## src/rtl/wkf_pkg.sv

```systemverilog
package wkf_pkg;
  localparam int DW    = 32;
  localparam int NREG  = 8;
  localparam int PW    = $clog2(NREG);
  localparam int NFILT = 4;
  localparam int CMDW  = 4;
  localparam int OFSW  = 8;
  localparam int CRCW  = 16;

  localparam int CMD_REG  = 4;
  localparam int OFS_REG  = 5;
  localparam int CRC_REG0 = 6;

  localparam int PD_B   = 0;
  localparam int MPE_B  = 1;
  localparam int WFE_B  = 2;
  localparam int MPR_B  = 5;
  localparam int WFR_B  = 6;
  localparam int GU_B   = 9;
  localparam int PRST_B = 31;

  localparam logic [DW-1:0] CMD_KEEP = 32'h0F0F_0F0F;

  typedef struct packed {
    logic          filtWr;
    logic          filtRd;
    logic [PW-1:0] ptr;
    logic          csrWr;
    logic          csrRd;
    logic          ptrRstPend;
  } wkf_strb_t;
endpackage

```

## src/rtl/wkf_ctrl.sv

```systemverilog
module wkf_ctrl
  import wkf_pkg::*;
#(
  parameter int AW = 8,
  parameter logic [AW-1:0] FILT_OFS = 8'h28,
  parameter logic [AW-1:0] CSR_OFS  = 8'h2C
) (
  input  logic          clk,
  input  logic          rstN,
  input  logic [AW-1:0] busAddr,
  input  logic          busWe,
  input  logic          busRe,
  input  logic          ptrRstReq,
  output wkf_strb_t     strb
);
  logic          hitFilt;
  logic          hitCsr;
  logic          filtAcc;
  logic          ptrRstNow;
  logic [PW-1:0] ptr;
  logic          rstPend;

  assign hitFilt   = (busAddr == FILT_OFS);
  assign hitCsr    = (busAddr == CSR_OFS);
  assign filtAcc   = hitFilt && (busWe || busRe);
  assign ptrRstNow = hitCsr && busWe && ptrRstReq;

  always_ff @(posedge clk or negedge rstN) begin
    if (!rstN) begin
      ptr     <= '0;
      rstPend <= 1'b0;
    end else begin
      rstPend <= ptrRstNow;
      if (ptrRstNow) begin
        ptr <= '0;
      end else if (filtAcc) begin
        ptr <= (ptr == PW'(NREG - 1)) ? '0 : ptr + 1'b1;
      end
    end
  end

  always_comb begin
    strb.filtWr     = hitFilt && busWe;
    strb.filtRd     = hitFilt && busRe;
    strb.ptr        = ptr;
    strb.csrWr      = hitCsr && busWe;
    strb.csrRd      = hitCsr && busRe;
    strb.ptrRstPend = rstPend;
  end
endmodule

```

## src/rtl/wkf_data.sv

```systemverilog
module wkf_data
  import wkf_pkg::*;
(
  input  logic                  clk,
  input  logic                  rstN,
  input  wkf_strb_t             strb,
  input  logic [DW-1:0]         busWdata,
  input  logic                  evWake,
  input  logic                  evMagic,
  output logic [DW-1:0]         rdFilt,
  output logic [DW-1:0]         rdCsr,
  output logic [NFILT*DW-1:0]   filtByteMask,
  output logic [NFILT*CMDW-1:0] filtCmd,
  output logic [NFILT*OFSW-1:0] filtOffset,
  output logic [NFILT*CRCW-1:0] filtCrc,
  output logic                  pwrDown,
  output logic                  magicEn,
  output logic                  wakeEn,
  output logic                  globUcast,
  output logic                  wakeRcvd,
  output logic                  magicRcvd
);
  logic [DW-1:0] filtReg [NREG];
  logic          wakeHit;
  logic          magicHit;

  always_ff @(posedge clk or negedge rstN) begin
    if (!rstN) begin
      for (int i = 0; i < NREG; i++) filtReg[i] <= '0;
    end else if (strb.filtWr) begin
      for (int i = 0; i < NREG; i++) begin
        if (strb.ptr == PW'(i)) begin
          filtReg[i] <= (i == CMD_REG) ? (busWdata & CMD_KEEP) : busWdata;
        end
      end
    end
  end

  assign rdFilt = filtReg[strb.ptr];

  assign wakeHit  = evWake && wakeEn && pwrDown;
  assign magicHit = evMagic && magicEn && pwrDown;

  always_ff @(posedge clk or negedge rstN) begin
    if (!rstN) begin
      pwrDown   <= 1'b0;
      magicEn   <= 1'b0;
      wakeEn    <= 1'b0;
      globUcast <= 1'b0;
      wakeRcvd  <= 1'b0;
      magicRcvd <= 1'b0;
    end else begin
      if (wakeHit || magicHit) begin
        pwrDown <= 1'b0;
      end else if (strb.csrWr && busWdata[PD_B]) begin
        pwrDown <= 1'b1;
      end
      if (strb.csrWr) begin
        magicEn   <= busWdata[MPE_B];
        wakeEn    <= busWdata[WFE_B];
        globUcast <= busWdata[GU_B];
      end
      if (wakeHit) wakeRcvd <= 1'b1;
      else if (strb.csrRd) wakeRcvd <= 1'b0;
      if (magicHit) magicRcvd <= 1'b1;
      else if (strb.csrRd) magicRcvd <= 1'b0;
    end
  end

  always_comb begin
    rdCsr         = '0;
    rdCsr[PD_B]   = pwrDown;
    rdCsr[MPE_B]  = magicEn;
    rdCsr[WFE_B]  = wakeEn;
    rdCsr[MPR_B]  = magicRcvd;
    rdCsr[WFR_B]  = wakeRcvd;
    rdCsr[GU_B]   = globUcast;
    rdCsr[PRST_B] = strb.ptrRstPend;
  end

  for (genvar f = 0; f < NFILT; f++) begin : g_fld
    assign filtByteMask[f*DW +: DW]   = filtReg[f];
    assign filtCmd[f*CMDW +: CMDW]    = filtReg[CMD_REG][f*8 +: CMDW];
    assign filtOffset[f*OFSW +: OFSW] = filtReg[OFS_REG][f*OFSW +: OFSW];
    assign filtCrc[f*CRCW +: CRCW]    = filtReg[CRC_REG0 + f/2][(f%2)*CRCW +: CRCW];
  end
endmodule

```

## src/rtl/wkf_regs.sv

```systemverilog
module wkf_regs
  import wkf_pkg::*;
#(
  parameter int AW = 8,
  parameter logic [AW-1:0] FILT_OFS = 8'h28,
  parameter logic [AW-1:0] CSR_OFS  = 8'h2C
) (
  input  logic                  clk,
  input  logic                  rstN,
  input  logic [AW-1:0]         busAddr,
  input  logic                  busWe,
  input  logic                  busRe,
  input  logic [DW-1:0]         busWdata,
  output logic [DW-1:0]         busRdata,
  input  logic                  evWake,
  input  logic                  evMagic,
  output logic [NFILT*DW-1:0]   filtByteMask,
  output logic [NFILT*CMDW-1:0] filtCmd,
  output logic [NFILT*OFSW-1:0] filtOffset,
  output logic [NFILT*CRCW-1:0] filtCrc,
  output logic                  pwrDown,
  output logic                  magicEn,
  output logic                  wakeEn,
  output logic                  globUcast
);
  wkf_strb_t     strb;
  logic [DW-1:0] rdFilt;
  logic [DW-1:0] rdCsr;
  logic          wakeRcvd;
  logic          magicRcvd;

  wkf_ctrl #(.AW(AW), .FILT_OFS(FILT_OFS), .CSR_OFS(CSR_OFS)) u_ctrl (
    .clk       (clk),
    .rstN      (rstN),
    .busAddr   (busAddr),
    .busWe     (busWe),
    .busRe     (busRe),
    .ptrRstReq (busWdata[PRST_B]),
    .strb      (strb)
  );

  wkf_data u_data (
    .clk          (clk),
    .rstN         (rstN),
    .strb         (strb),
    .busWdata     (busWdata),
    .evWake       (evWake),
    .evMagic      (evMagic),
    .rdFilt       (rdFilt),
    .rdCsr        (rdCsr),
    .filtByteMask (filtByteMask),
    .filtCmd      (filtCmd),
    .filtOffset   (filtOffset),
    .filtCrc      (filtCrc),
    .pwrDown      (pwrDown),
    .magicEn      (magicEn),
    .wakeEn       (wakeEn),
    .globUcast    (globUcast),
    .wakeRcvd     (wakeRcvd),
    .magicRcvd    (magicRcvd)
  );

  always_comb begin
    if (strb.filtRd)     busRdata = rdFilt;
    else if (strb.csrRd) busRdata = rdCsr;
    else                 busRdata = '0;
  end
endmodule

```

## config.mk

```make
export PLATFORM = sky130hd
export DESIGN_NAME = wkf_regs
export DESIGN_NICKNAME = d
export VERILOG_FILES = /design/src/rtl/wkf_pkg.sv /design/src/rtl/wkf_ctrl.sv /design/src/rtl/wkf_data.sv /design/src/rtl/wkf_regs.sv
export SDC_FILE = /design/constraint.sdc
export NUM_CORES = 1
export LEC_CHECK = 0
export ABC_AREA = 0
export BUFFER_PORTS_ARGS = -buffer_cell sky130_fd_sc_hd__clkbuf_2
export CAP_MARGIN = 5
export CORE_ASPECT_RATIO = 1.25
export CORE_MARGIN = 5
export CORE_UTILIZATION = 53
export DETAILED_ROUTE_END_ITERATION = 6
export GPL_TIMING_DRIVEN = 0
export PLACE_DENSITY = 0.84
export SETUP_SLACK_MARGIN = 0.4
export SLEW_MARGIN = 20
export SYNTH_ARGS = -nofsm -noshare
export SYNTH_HDL_FRONTEND = slang
export SYNTH_SLANG_ARGS = --single-unit
```

## constraint.sdc

```tcl
create_clock -name clk -period 3.1 [get_ports clk]
set_input_delay 0.155 -clock clk [delete_from_list [all_inputs] [get_ports clk]]
set_output_delay 0.155 -clock clk [all_outputs]
set_load 0.01 [all_outputs]
```

Yosys cells after proc, flatten, opt, wreduce, memory -nomap -nowiden
Index checks and enable logic that the tools add are counted.
- flip-flop bits (word level): 250
- bits of input ports: 46
- output and inout port bits: 276
- logic and storage cells: 67
- $add $sub $neg: 1
- magnitude comparators: 1
- equal/unequal tests: 9
- mux-type cells: 13
- bitwise gates (word level): 1
- reduce and logical (&&, ||, !) cells: 26
- operators with widths (operator ; count):
    $mux 32 ; 4
    $bmux 32 s3 ; 1
    $eq 8x6->1 const B ; 2
    $reduce_and 2->1 ; 8
    $eq 3x3->1 const B ; 4
    $logic_and 1x1->1 ; 11
    $mux 3 ; 3
    $reduce_bool 2->1 ; 4
    $eq 3x2->1 const B ; 2
    $mux 1 ; 5
    $ge 4x4->1 const B ; 1
    $not 3->4 ; 1
    $add 3x1->3 const B ; 1
    $eq 3x1->1 const B ; 1
    $logic_not 3->1 ; 1
    $logic_or 1x1->1 ; 2

Longest topological paths before layout
Gate-level depths: netlist of the first run.
- depth in word-level cells: 5
- mapped depth: 10
- gate-level depth less buffers: 5

Modules after synthesis
Synthesis of the first run repeated with hierarchy kept, for this count alone.
- cells, all modules: 845
- area, all modules: 12156.7 µm²
- modules (own cells, without submodules) (module ; instances ; cells each ; area an instance (µm²) ; sequential area each (µm²)):
    wkf_data ; 1 ; 769 ; 11486.0 ; 6155.9
    wkf_regs ; 1 ; 44 ; 361.6 ; 0.0
    wkf_ctrl ; 1 ; 32 ; 309.0 ; 100.1

Worst setup path after synthesis of the first run
Ideal clock, no wire load.
- kind: reg2reg
- start: register u_ctrl.ptr[0]
- end: register u_data.filtReg (netlist bit u_data.filtCrc[0])
- library setup time: 0.125 ns
- arrival: 2.642 ns
- required time: 2.975 ns
- slack: 0.333 ns
- cell stages (with the launch flop): 10
- buffers on the path: 4
- clock period less this slack: 2.767 ns
- cell sequence: dfrtp_1 > clkbuf_1 > clkbuf_1 > clkinv_1 > clkbuf_1 > ha_1 > and2_1 > nand4_1 > clkbuf_1 > mux2_2
- cells in the longest elaborated chain, start to end: 2
- RTL lines (item ; line ; source):
    start, declared ; wkf_ctrl.sv:20 ; logic [PW-1:0] ptr;
    start signal, assigned ; wkf_ctrl.sv:37 ; ptr <= (ptr == PW'(NREG - 1)) ? '0 : ptr + 1'b1;
    $eq 3x3->1 ; wkf_data.sv:32 ; if (strb.ptr == PW'(i)) begin
    $reduce_and 2->1 (no line) ; -- ;
    end signal, assigned by index ; wkf_data.sv:33 ; filtReg[i] <= (i == CMD_REG) ? (busWdata & CMD_KEEP) : busWdata;
    end, declared ; wkf_data.sv:23 ; logic [DW-1:0] filtReg [NREG];
Every way passes these cells.
A chain may end at the register's enable or synchronous reset.

Worst setup path in the final report of the first run
- start: register u_ctrl.ptr[2]
- end: output port busRdata[4]
- cells in the longest elaborated chain, start to end: 5
- RTL lines (item ; line ; source):
    $not 3->4 (implied by the code) ; wkf_data.sv:39 ; assign rdFilt = filtReg[strb.ptr];
    $bmux 32 s3 ; wkf_data.sv:39 ;
    $mux 32 (implied by the code) (2 in a row) ; wkf_data.sv:39 ;
    $mux 32 ; wkf_regs.sv:64 ; if (strb.filtRd) busRdata = rdFilt;
    end, declared ; wkf_regs.sv:14 ; output logic [DW-1:0] busRdata,
Every way passes these cells. The select of a mux whose other input is x is not followed.

==> results.sh, run 1 <==
export IMPL_status="finished, final reports clean"
export IMPL_clk_latency_ns=0.52
export IMPL_drt_total_wl_um=37800
export IMPL_num_rows=60
export IMPL_die_area_mm2=0.0247
export IMPL_hold_viol=0
export IMPL_crit_required_ns=2.94
export IMPL_worst_path_max_delay_cell="dfrtp_1"
export IMPL_place_hpwl_um=25800
export IMPL_clk_pin_slew_worst_paths_ns=0.07
export IMPL_setup_violations=0
export IMPL_wire_per_inst_um=26.1
export IMPL_end_kind="output port"
export IMPL_n_antenna_cell=0
export IMPL_fin_area_mm2=0.0150
export IMPL_place_ws_ns=-1.37
export IMPL_portBuffers=320
export IMPL_ys_types=44
export IMPL_period_share_pct=86.0
export IMPL_drive_gt1_share_pct=62.4
export IMPL_relSlewSlack_pct=36.6
export IMPL_cts_sinks=250
export IMPL_peakVddDrop_v=0.000472
export IMPL_path_class="register to output port"
export IMPL_critPathTopFamily="buffers and inverters"
export IMPL_post_dp_cell_area_mm2=0.0135
export IMPL_dp_cells=1363
export IMPL_cap_violations=0
export IMPL_cp_buffers_inverters=3
export IMPL_drtAntennaViolNets=0
export IMPL_fp_dieW_um=142
export IMPL_vias_per_cell=6.02
export IMPL_layout_common_cells="clkbuf_2 (325), dfrtp_1 (250), mux2_2 (246), mux4_2 (48), dlygate4sd3_1 (34)"
export IMPL_grt_usage_pct=30.2
export IMPL_htreeDepth=1
export IMPL_die_height_um=174
export IMPL_numCtsBuffers=26
export IMPL_finalMaxSlewViolations=0
export IMPL_syn_area_mm2=0.0115
export IMPL_worstPathCellList="buf_4 -> buf_6 -> mux2_2 -> a221oi_1 -> nor3_1 -> clkbuf_2"
export IMPL_synth_edf_count=0
export IMPL_critPathMaxFanout=10
export IMPL_place_gp_congestion=0.874
export IMPL_grt_max_degree=94
export IMPL_drt_initial_drc_count=473
export IMPL_tritoncts="built"
export IMPL_synthToLayoutAreaGrowth_pct=30.8
export IMPL_grt_pass1_wl_um=56800
export IMPL_slowest_delay_ns=0.49
export IMPL_cp_arrival_ns=2.51
export IMPL_nets=1204
export IMPL_synth_cells=762
export IMPL_setup_slack_ns=0.436
export IMPL_nFillCells=1507
export IMPL_fin_hold_ws_ns=0.00649
export IMPL_start_kind="register"
export IMPL_worst_pin_slew_ns=0.952
export IMPL_start_util_pct=53.6
export IMPL_num_vias=8734
export IMPL_grt_overflow_total=0
export IMPL_synthArstFlopShare_pct=100
export IMPL_period_needed_ns=2.66
export IMPL_finalSetupTns_ns=0
export IMPL_synth_flop_cell="dfrtp_1"
export IMPL_finClkSkew_ns=0.0117
export IMPL_rsz0062_at_grt="yes"
export IMPL_core_area_mm2=0.0214
export IMPL_grt_pass1_vias=9179
export IMPL_clock_fmax_mhz=375
export IMPL_avgSynthCellArea_um2=15.0
export IMPL_ys_seq_area_share_pct=54.6
export IMPL_cts_buffer_depth=3
export IMPL_first_pass_iters=5
export IMPL_drc=0
export IMPL_hold_class="input pin to register"
export IMPL_ios=322
export IMPL_syn_num_nets=814
export IMPL_power_density_mw_per_mm2=478
export IMPL_synth_seq_cells=250
export IMPL_final_common_cell="clkbuf_2"
export IMPL_leakage_nw=7.91
export IMPL_antenna_found_initial=0
export IMPL_cts_root_buf="clkbuf_16"
export IMPL_stdcell_count=1450
export IMPL_yosys_warnings=0
## sequential cells by signal, summed over array words and instances (netlist names)
signal	cells
u_ctrl.rstPend	1
u_data.filtByteMask	128
u_data.filtCrc	64
u_data.filtCmd	16
u_data.pwrDown	1
u_data.wakeEn	1
u_data.globUcast	1
u_data.magicRcvd	1
u_data.filtOffset	32
u_ctrl.ptr	3
u_data.magicEn	1
u_data.wakeRcvd	1
## cell type report
| class | count | area (um2) | area share [%] |
|---|---|---|---|
| clock inverter | 8 | 95.1 | 0.634 |
| timing repair buffer | 362 | 2050 | 13.7 |
| sequential | 250 | 6260 | 41.7 |
| inverter | 9 | 46.3 | 0.309 |
| buffer | 53 | 430 | 2.87 |
| tap | 279 | 349 | 2.33 |
| multi-input combinational | 450 | 4970 | 33.2 |
| clock buffer | 39 | 791 | 5.27 |
## path summary, 6_finish.rpt
path | startpoint | endpoint | slack [ns] | depth (start not counted)
max | u_ctrl.ptr[2]$_DFFE_PN0P_ | busRdata[4] | 0.44 | 6
min | busWdata[1] | u_data.filtByteMask[65]$_DFFE_PN0P_ | 0.006 | 2
max reg2reg | u_ctrl.ptr[2]$_DFFE_PN0P_ | u_data.filtByteMask[119]$_DFFE_PN0P_ | 0.48 | 6
min reg2reg | u_data.filtByteMask[91]$_DFFE_PN0P_ | u_data.filtByteMask[91]$_DFFE_PN0P_ | 0.51 | 1
max in group asynchronous | rstN | u_data.filtCrc[57]$_DFFE_PN0P_ | 2.01 | 3
min in group asynchronous | rstN | u_data.globUcast$_DFFE_PN0P_ | 0.20 | 2
## where the power goes
part	switching (mW)	total [mW]	internal (mW)	leakage, nW
clock	1.31	3.24	1.92	0.433
sequential	0.0339	3.33	3.30	3.48
combinational	0.365	0.593	0.228	4.00
## kinds of logic (layout without fill, tap and decap cells)
logic type,Yosys count,count (layout),synth area share [%]
AOI/OAI and AO/OA,45,45,2.82
and+or+nand+nor,88,88,4.02
muxes,311,311,35.5
buffers and inverters,62,471,2.42
DFF,250,250,54.6
adders and majority gates,6,6,0.655
## synthesized netlist by cell type, types with 2 or more instances
library cell / instances / area [um2]
clkbuf_1: 25 / 93.8
a21oi_1: 14 / 70.1
o21ai_0: 2 / 10.0
buf_1: 14 / 52.6
nor3_1: 16 / 80.1
mux2i_1: 4 / 40.0
nand3_1: 4 / 20.0
o22ai_1: 2 / 12.5
buf_2: 11 / 55.1
nand2_1: 28 / 105
mux2_1: 3 / 33.8
buf_6: 2 / 22.5
nor2_1: 19 / 71.3
o31ai_1: 2 / 15.0
a221oi_1: 16 / 140
dfrtp_1: 250 / 6260
o32ai_1: 3 / 26.3
mux4_2: 48 / 1080
mux2_4: 10 / 150
nand4_1: 5 / 31.3
mux2_2: 246 / 2770
inv_1: 7 / 26.3
o2bb2ai_1: 2 / 17.5
ha_1: 6 / 75.1
or3_1: 2 / 12.5
nor4b_2: 2 / 30.0
clkinv_1: 2 / 7.51
## worst register-to-register path, delay by kind of cell (launching register included)
kind	cells	cell delay, ns
adder cells (fa/ha/maj)	1	0.24
AND/OR/NAND/NOR	1	0.27
flip-flops	1	0.49
buffers and inverters	3	1.08
multiplexers	1	0.42
## stage by stage
stage	total power, mW	utilization (%)
global route	7.39	70.1
CTS	7.20	69.7
floorplan	3.63	-
detailed placement	3.92	63.0
global placement	3.90	62.7
finish	7.16	70.1
## what timing repair did
item,4_1_cts,5_1_grt
buffers inserted,5,1
cloned,0,0
pin swaps,1,1
hold endpoints to repair,283,0
setup endpoints to repair,239,165
hold buffers,34,0
gates resized for setup,90,29
## routing by layer
layer	GRT usage [%]	wire length, um	vias to the layer above
met5	0	0	-
met4	13.0	1930	0
met3	5.86	2930	105
met2	50.3	18900	470
met1	38.5	14100	4504
li1	-	-	3655
No activity file was read; power rests on OpenSTA's default activity.
==> run 2: changes to the inputs <==
--- a/config.mk
+++ b/config.mk
@@ -19,3 +19,4 @@
 export SYNTH_ARGS = -nofsm -noshare
 export SYNTH_HDL_FRONTEND = slang
 export SYNTH_SLANG_ARGS = --single-unit
+export TNS_END_PERCENT = 10
==> constraint.sdc (replaced) <==
create_clock -name clk -period 2.7 [get_ports clk]
set_input_delay 0.135 -clock clk [delete_from_list [all_inputs] [get_ports clk]]
set_output_delay 0.135 -clock clk [all_outputs]
set_load 0.01 [all_outputs]
==> run 2 against run 1 <==
  * Clock power up 16%
  * Routed wire length is 6.4% higher
  * Register-to-register slack got worse by 0.21 ns
  * Cell area grew 6.6%
  * Via count is 2.6% higher
  * Sequential share of layout area is 2.6 points lower
  * Critical path depth increased by 3
  * Core utilization increased by 4.6 points
  * Sequential power up 15%
  * Non-clock buffer count rose by 44
  * Global-route usage increased by 1.2 points
==> results.sh, run 2 (synthesis results as in run 1) <==
export IMPL_place_gp_congestion=0.899
export IMPL_first_pass_iters=5
export IMPL_drt_initial_drc_count=580
export IMPL_stdcell_count=1495
export IMPL_crit_top_cell="clkbuf_16"
export IMPL_clk_pin_slew_worst_paths_ns=0.07
export IMPL_slowest_delay_ns=0.46
export IMPL_n_antenna_cell=0
export IMPL_critPathMaxFanout=8
export IMPL_grt_max_degree=93
export IMPL_tritoncts="built"
export IMPL_post_dp_cell_area_mm2=0.0136
export IMPL_setup_violations=0
export IMPL_place_hpwl_um=26300
export IMPL_wire_per_inst_um=26.9
export IMPL_setup_slack_ns=0.268
export IMPL_worst_pin_slew_ns=0.944
export IMPL_die_area_mm2=0.0247
export IMPL_worst_path_max_delay_cell="or4bb_4"
export IMPL_finClkSkew_ns=0.00864
export IMPL_nets=1248
export IMPL_leakage_nw=8.33
export IMPL_r2r_start="u_ctrl.ptr[1]$_DFFE_PN0P_"
export IMPL_place_ws_ns=-0.351
export IMPL_clk_latency_ns=0.52
export IMPL_hold_viol=0
export IMPL_drt_total_wl_um=40200
export IMPL_critPathTopFamily="buffers and inverters"
export IMPL_crit_start="u_ctrl.ptr[1]$_DFFE_PN0P_"
export IMPL_num_vias=8958
export IMPL_relSlewSlack_pct=37.1
export IMPL_final_common_cell="clkbuf_2"
export IMPL_peakVddDrop_v=0.000525
export IMPL_rsz0062_at_grt="yes"
export IMPL_nFillCells=1302
export IMPL_cts_buffer_depth=3
export IMPL_core_area_mm2=0.0214
export IMPL_utilization_pct=74.7
export IMPL_htreeDepth=1
export IMPL_crit_required_ns=3.10
export IMPL_period_needed_ns=2.43
export IMPL_dp_cells=1363
export IMPL_clock_fmax_mhz=411
export IMPL_grt_pass1_wl_um=59000
export IMPL_synthToLayoutAreaGrowth_pct=39.4
export IMPL_fin_area_mm2=0.0160
export IMPL_cts_sinks=250
export IMPL_finalMaxSlewViolations=0
export IMPL_ios=322
export IMPL_portBuffers=320
export IMPL_status="finished, final reports clean"
export IMPL_layout_common_cells="clkbuf_2 (321), dfrtp_1 (249), mux2_2 (222), mux4_2 (48), buf_4 (39)"
export IMPL_grt_usage_pct=31.4
export IMPL_hp_start="busAddr[2]"
export IMPL_fp_dieW_um=142
export IMPL_grt_pass1_vias=9532
export IMPL_end_kind="register"
export IMPL_start_kind="register"
export IMPL_largest_reg_flops=128
export IMPL_power_density_mw_per_mm2=530
export IMPL_numCtsBuffers=26
export IMPL_grt_overflow_total=0
export IMPL_num_rows=60
export IMPL_drtAntennaViolNets=0
export IMPL_cap_violations=0
export IMPL_cp_arrival_ns=2.83
export IMPL_period_share_pct=90.1
export IMPL_hold_class="input pin to register"
export IMPL_drive_gt1_share_pct=65.1
export IMPL_cts_root_buf="clkbuf_16"
export IMPL_finalSetupTns_ns=0
export IMPL_antenna_found_initial=0
export IMPL_path_class="register to register"
export IMPL_cp_buffers_inverters=5
export IMPL_die_height_um=174
export IMPL_start_util_pct=53.6
export IMPL_vias_per_cell=5.99
export IMPL_drc=0
export IMPL_worstPathCellList="buf_8 -> clkbuf_16 -> clkinv_8 -> ha_4 -> or4bb_4 -> nor3_4 -> buf_6 -> clkbuf_16 -> mux2_4"
==> run 2: changes by cell type in the layout (fill, tap and decap cells not counted), sizes merged <==
cell and delta:
dlygate4sd3 +3, clkinv +3, inv -1, bufinv +1, buf +42, clkinvlp -2
clkbuf -1
==> run 2: report_power, final <==
part	switching (mW)	leakage [nW]	internal, mW
registers	0.0386	3.47	3.79
clock network	1.47	0.455	2.30
logic	0.486	4.40	0.392
==> run 2: final timing paths <==
kind                                                        to  slack [ns]  cells after the start
max in group asynchronous  u_data.filtByteMask[86]$_DFFE_PN0P_        1.51                      3
hold reg to reg            u_data.filtByteMask[91]$_DFFE_PN0P_        0.51                      1
setup / recovery           u_data.filtByteMask[48]$_DFFE_PN0P_        0.27                      9
setup reg to reg           u_data.filtByteMask[48]$_DFFE_PN0P_        0.27                      9
min in group asynchronous  u_data.filtByteMask[73]$_DFFE_PN0P_        0.27                      2
hold / removal                        u_ctrl.rstPend$_DFF_PN0_        0.08                      3
==> run 2: area by class of cell <==
| type | count | area [um2] | area share [%] |
|---|---|---|---|
| clock inverter | 9 | 120 | 0.751 |
| tap | 279 | 349 | 2.18 |
| sequential | 250 | 6260 | 39.1 |
| buffer | 53 | 651 | 4.07 |
| multi-input combinational | 450 | 5160 | 32.3 |
| inverter | 9 | 58.8 | 0.368 |
| timing repair buffer | 406 | 2600 | 16.2 |
| clock buffer | 39 | 791 | 4.95 |
==> run 2: stage by stage <==
stage | hold slack [ns] | total power [mW]
CTS | 0.0122 | 8.46
detailed placement | 0.257 | 4.51
floorplan | -0.161 | 4.18
finish | 0.0845 | 8.48
global placement | 0.429 | 4.49
global route | 0.0722 | 8.73
==> run 2: timing repair <==
| action | in CTS | in global routing |
|---|---|---|
| buffers inserted | 22 | 16 |
| cloned | 3 | 6 |
| pin swaps | 9 | 3 |
| endpoints found under the hold margin | 322 | 0 |
| resized for setup | 122 | 68 |
| setup endpoints to repair | 268 | 250 |
| hold buffers | 37 | 0 |
==> run 2: worst register-to-register path, delay by kind of cell, from the launching register on <==
kind	cells	cell delay, ns
adder cells (fa/ha/maj)	1	0.12
buffers and inverters	5	0.75
flip-flops	1	0.43
AND/OR/NAND/NOR	2	0.71
multiplexers	1	0.30
==> run 2: layer usage <==
| metal | global-route usage (%) | vias to the layer above | wire length [um] |
|---|---|---|---|
| met1 | 39.1 | 4598 | 14900 |
| met3 | 6.85 | 125 | 3210 |
| met5 | 0 | - | 0 |
| met2 | 52.3 | 505 | 19900 |
| met4 | 14.3 | 0 | 2190 |
| li1 | - | 3730 | - |
==> run 3: changes to the inputs <==
--- a/config.mk
+++ b/config.mk
@@ -5,12 +5,12 @@
 export SDC_FILE = /design/constraint.sdc
 export NUM_CORES = 1
 export LEC_CHECK = 0
-export ABC_AREA = 0
+export ABC_AREA = 1
 export BUFFER_PORTS_ARGS = -buffer_cell sky130_fd_sc_hd__clkbuf_2
 export CAP_MARGIN = 5
 export CORE_ASPECT_RATIO = 1.25
 export CORE_MARGIN = 5
-export CORE_UTILIZATION = 53
+export CORE_UTILIZATION = 54
 export DETAILED_ROUTE_END_ITERATION = 6
 export GPL_TIMING_DRIVEN = 0
 export PLACE_DENSITY = 0.84
==> run 3 against run 2 <==
  * The flow now finishes with violations (design-rule violations)
  * Clock skew rose by 0.0070 ns
  * Synthesized cell count rose by 130%
  * First-iteration DRC count rose to 4.9 times the previous value
  * Non-clock buffer count rose by 22
  * Highest routed layer unchanged
  * Critical path type is now register to output port
  * Global-route usage rose by 11 points
  * Cell count rose by 63%
  * Largest cell class unchanged
==> results.sh, run 3 <==
export IMPL_syn_area_mm2=0.0127
export IMPL_die_height_um=182
export IMPL_grt_overflow_total=0
export IMPL_final_common_cell="nand2_1"
export IMPL_cp_arrival_ns=2.28
export IMPL_ios=322
export IMPL_synth_flop_cell="dfrtp_1"
export IMPL_cp_buffers_inverters=3
export IMPL_violations="design-rule violations"
export IMPL_finalMaxSlewViolations=0
export IMPL_yosysMostFrequentCell="nand2_1"
export IMPL_grtUsageMet3_pct=14.3
export IMPL_period_share_pct=89.5
export IMPL_period_needed_ns=2.42
export IMPL_ys_seq_area_share_pct=49.1
export IMPL_avgSynthCellArea_um2=7.21
export IMPL_yosys_top_cells_area="dfrtp_1 (49%), nand2_1 (20%), nand3_1 (13%)"
export IMPL_end_kind="output port"
export IMPL_post_synth_top_area_fraction_pct=49.1
export IMPL_path_class="register to output port"
export IMPL_ys_types=21
export IMPL_busiest_layer="met2"
export IMPL_cts_root_buf="clkbuf_16"
export IMPL_largest_reg_flops=128
export IMPL_leakage_nw=9.42
export IMPL_setup_violations=0
export IMPL_first_pass_iters=7
export IMPL_synth_seq_cells=250
export IMPL_crit_required_ns=2.57
export IMPL_drtAntennaViolNets=0
export IMPL_clock_fmax_mhz=414
export IMPL_num_vias=15100
export IMPL_synth_largest_area_cell="dfrtp_1"
export IMPL_tritoncts="built"
export IMPL_hold_class="input pin to async pin"
export IMPL_portBuffers=304
export IMPL_drt_total_wl_um=58400
export IMPL_htreeDepth=1
export IMPL_num_rows=62
export IMPL_yosys_warnings=0
export IMPL_drc=1
export IMPL_worstPathCellList="buf_4 -> clkbuf_2 -> o21ai_0 -> o21ai_0 -> nor2_1 -> nor2_1 -> clkbuf_2"
export IMPL_worst_path_max_delay_cell="dfrtp_1"
export IMPL_syn_num_nets=1819
export IMPL_stdcell_count=2442
export IMPL_fin_area_mm2=0.0164
export IMPL_nFillCells=1783
export IMPL_drt_initial_drc_count=2821
export IMPL_start_util_pct=55.1
export IMPL_post_dp_cell_area_mm2=0.0147
export IMPL_start_kind="register"
export IMPL_relSlewSlack_pct=41.6
export IMPL_hold_viol=0
export IMPL_place_hpwl_um=38800
export IMPL_clk_latency_ns=0.55
export IMPL_clk_pin_slew_worst_paths_ns=0.07
export IMPL_nets=2189
export IMPL_grt_pass1_vias=14300
export IMPL_synthToLayoutAreaGrowth_pct=28.3
export IMPL_critPathMaxFanout=10
export IMPL_status="finished, violations left"
export IMPL_cap_violations=0
export IMPL_critPathTopFamily="buffers and inverters"
export IMPL_vias_per_cell=6.20
export IMPL_synth_edf_count=0
export IMPL_layout_common_cells="nand2_1 (681), clkbuf_2 (329), nand3_1 (325), dfrtp_1 (248), nor2_1 (164)"
export IMPL_grt_max_degree=94
export IMPL_die_area_mm2=0.0268
export IMPL_grt_use_met2_pct=61.9
export IMPL_grt_use_met1_pct=50.2
export IMPL_numCtsBuffers=25
export IMPL_power_density_mw_per_mm2=579
export IMPL_n_antenna_cell=0
export IMPL_place_gp_congestion=0.986
export IMPL_report_power_total_mw=9.47
export IMPL_wire_per_inst_um=23.9
export IMPL_fp_dieW_um=147
export IMPL_dp_cells=2362
export IMPL_core_area_mm2=0.0231
export IMPL_worst_pin_slew_ns=0.876
export IMPL_drive_gt1_share_pct=23.5
export IMPL_rsz0062_at_grt="yes"
export IMPL_grt_pass1_wl_um=85400
export IMPL_finClkSkew_ns=0.0157
export IMPL_grt_usage_pct=41.9
export IMPL_peakVddDrop_v=0.000568
export IMPL_cts_buffer_depth=3
export IMPL_cts_sinks=250
export IMPL_synthArstFlopShare_pct=100
export IMPL_antenna_found_initial=1
export IMPL_synthTopCellsByCount="nand2_1 (681), nand3_1 (333), dfrtp_1 (250)"
export IMPL_synth_cells=1767
export IMPL_slowest_delay_ns=0.41
run 3: cell count changes in the layout (fill, tap and decap cells not counted), sizes merged, moves of 48 or more:
| cell | delta |
|---|---|
| mux4 | -48 |
| inv | +68 |
| o21ai | +83 |
| mux2 | -259 |
| nand3 | +329 |
| nand2 | +653 |
| nor2 | +159 |
run 3: logic make-up after synthesis:
group           after synthesis  share of synthesized area [%]
fa+ha+maj                     6                          0.589
simple gates               1205                           39.2
buf+inv                     213                           7.54
flops                       250                           49.1
compound gates               93                           3.65
run 3: path summary, 6_finish.rpt:
path,cells past startpoint,end,slack [ns],from
min reg2reg,2,u_data.filtOffset[27]$_DFFE_PN0P_,0.51,u_data.filtOffset[27]$_DFFE_PN0P_
max in group asynchronous,4,u_data.filtByteMask[33]$_DFFE_PN0P_,1.53,rstN
min,2,u_data.filtCmd[8]$_DFFE_PN0P_,0.04,rstN
max,7,busRdata[10],0.28,u_ctrl.ptr[0]$_DFFE_PN0P_
min in group clk,3,u_data.filtOffset[1]$_DFFE_PN0P_,0.04,busWdata[1]
max reg2reg,10,u_data.filtByteMask[41]$_DFFE_PN0P_,0.31,u_ctrl.ptr[1]$_DFFE_PN0P_
run 3: power breakdown:
part	switching, mW	internal [mW]
Clock	1.54	2.10
Sequential	0.0624	3.80
Combinational	1.37	0.595
Total	2.97	6.49
run 3: layer usage:
layer / vias to the layer above / share of wire, % / routed length, um
li1: 6322 / - / -
met1: 6868 / 31 / 18300
met2: 1537 / 43 / 24900
met3: 420 / 16 / 9150
met4: 0 / 10 / 5950
met5: - / 0 / 0
run 3: layout make-up:
cell class | count | area (um2) | area share [%]
buffer | 138 | 1000 | 6.12
clock buffer | 35 | 703 | 4.30
clock inverter | 9 | 130 | 0.796
inverter | 75 | 285 | 1.74
multi-input combinational | 1304 | 5640 | 34.5
sequential | 250 | 6260 | 38.3
tap | 288 | 360 | 2.20
timing repair buffer | 343 | 1970 | 12.1
run 3: worst reg2reg max path: stages, from the launching register on:
cell and delay [ns]:
dfrtp_2 0.47, inv_1 0.12, buf_6 0.20, buf_4 0.25, ha_1 0.23, inv_1 0.09
nor2_4 0.22, nand3_2 0.24, clkbuf_4 0.30, nand2_1 0.11, nand2_1 0.05
run 3: timing repair:
action	4_1_cts	5_1_grt
gates cloned	0	0
setup buffers	0	5
hold endpoints to repair	292	0
pin swaps	0	3
setup endpoints to repair	240	234
resized for setup	85	118
hold buffers	31	0
run 3: metrics by stage:
| step | hold slack [ns] | setup TNS [ns] | setup WS, ns | utilization, % |
|---|---|---|---|---|
| after floorplan | -0.161 | 0 | 0.659 | - |
| after global placement | 0.416 | -918.10 | -3.56 | 63.3 |
| after detailed placement | 0.0401 | -42.24 | -0.502 | 63.7 |
| after CTS | 0.0332 | 0 | 0.283 | 69.5 |
| after global routing | 0.0367 | 0 | 0.270 | 70.8 |
| final | 0.0427 | 0 | 0.284 | 70.8 |
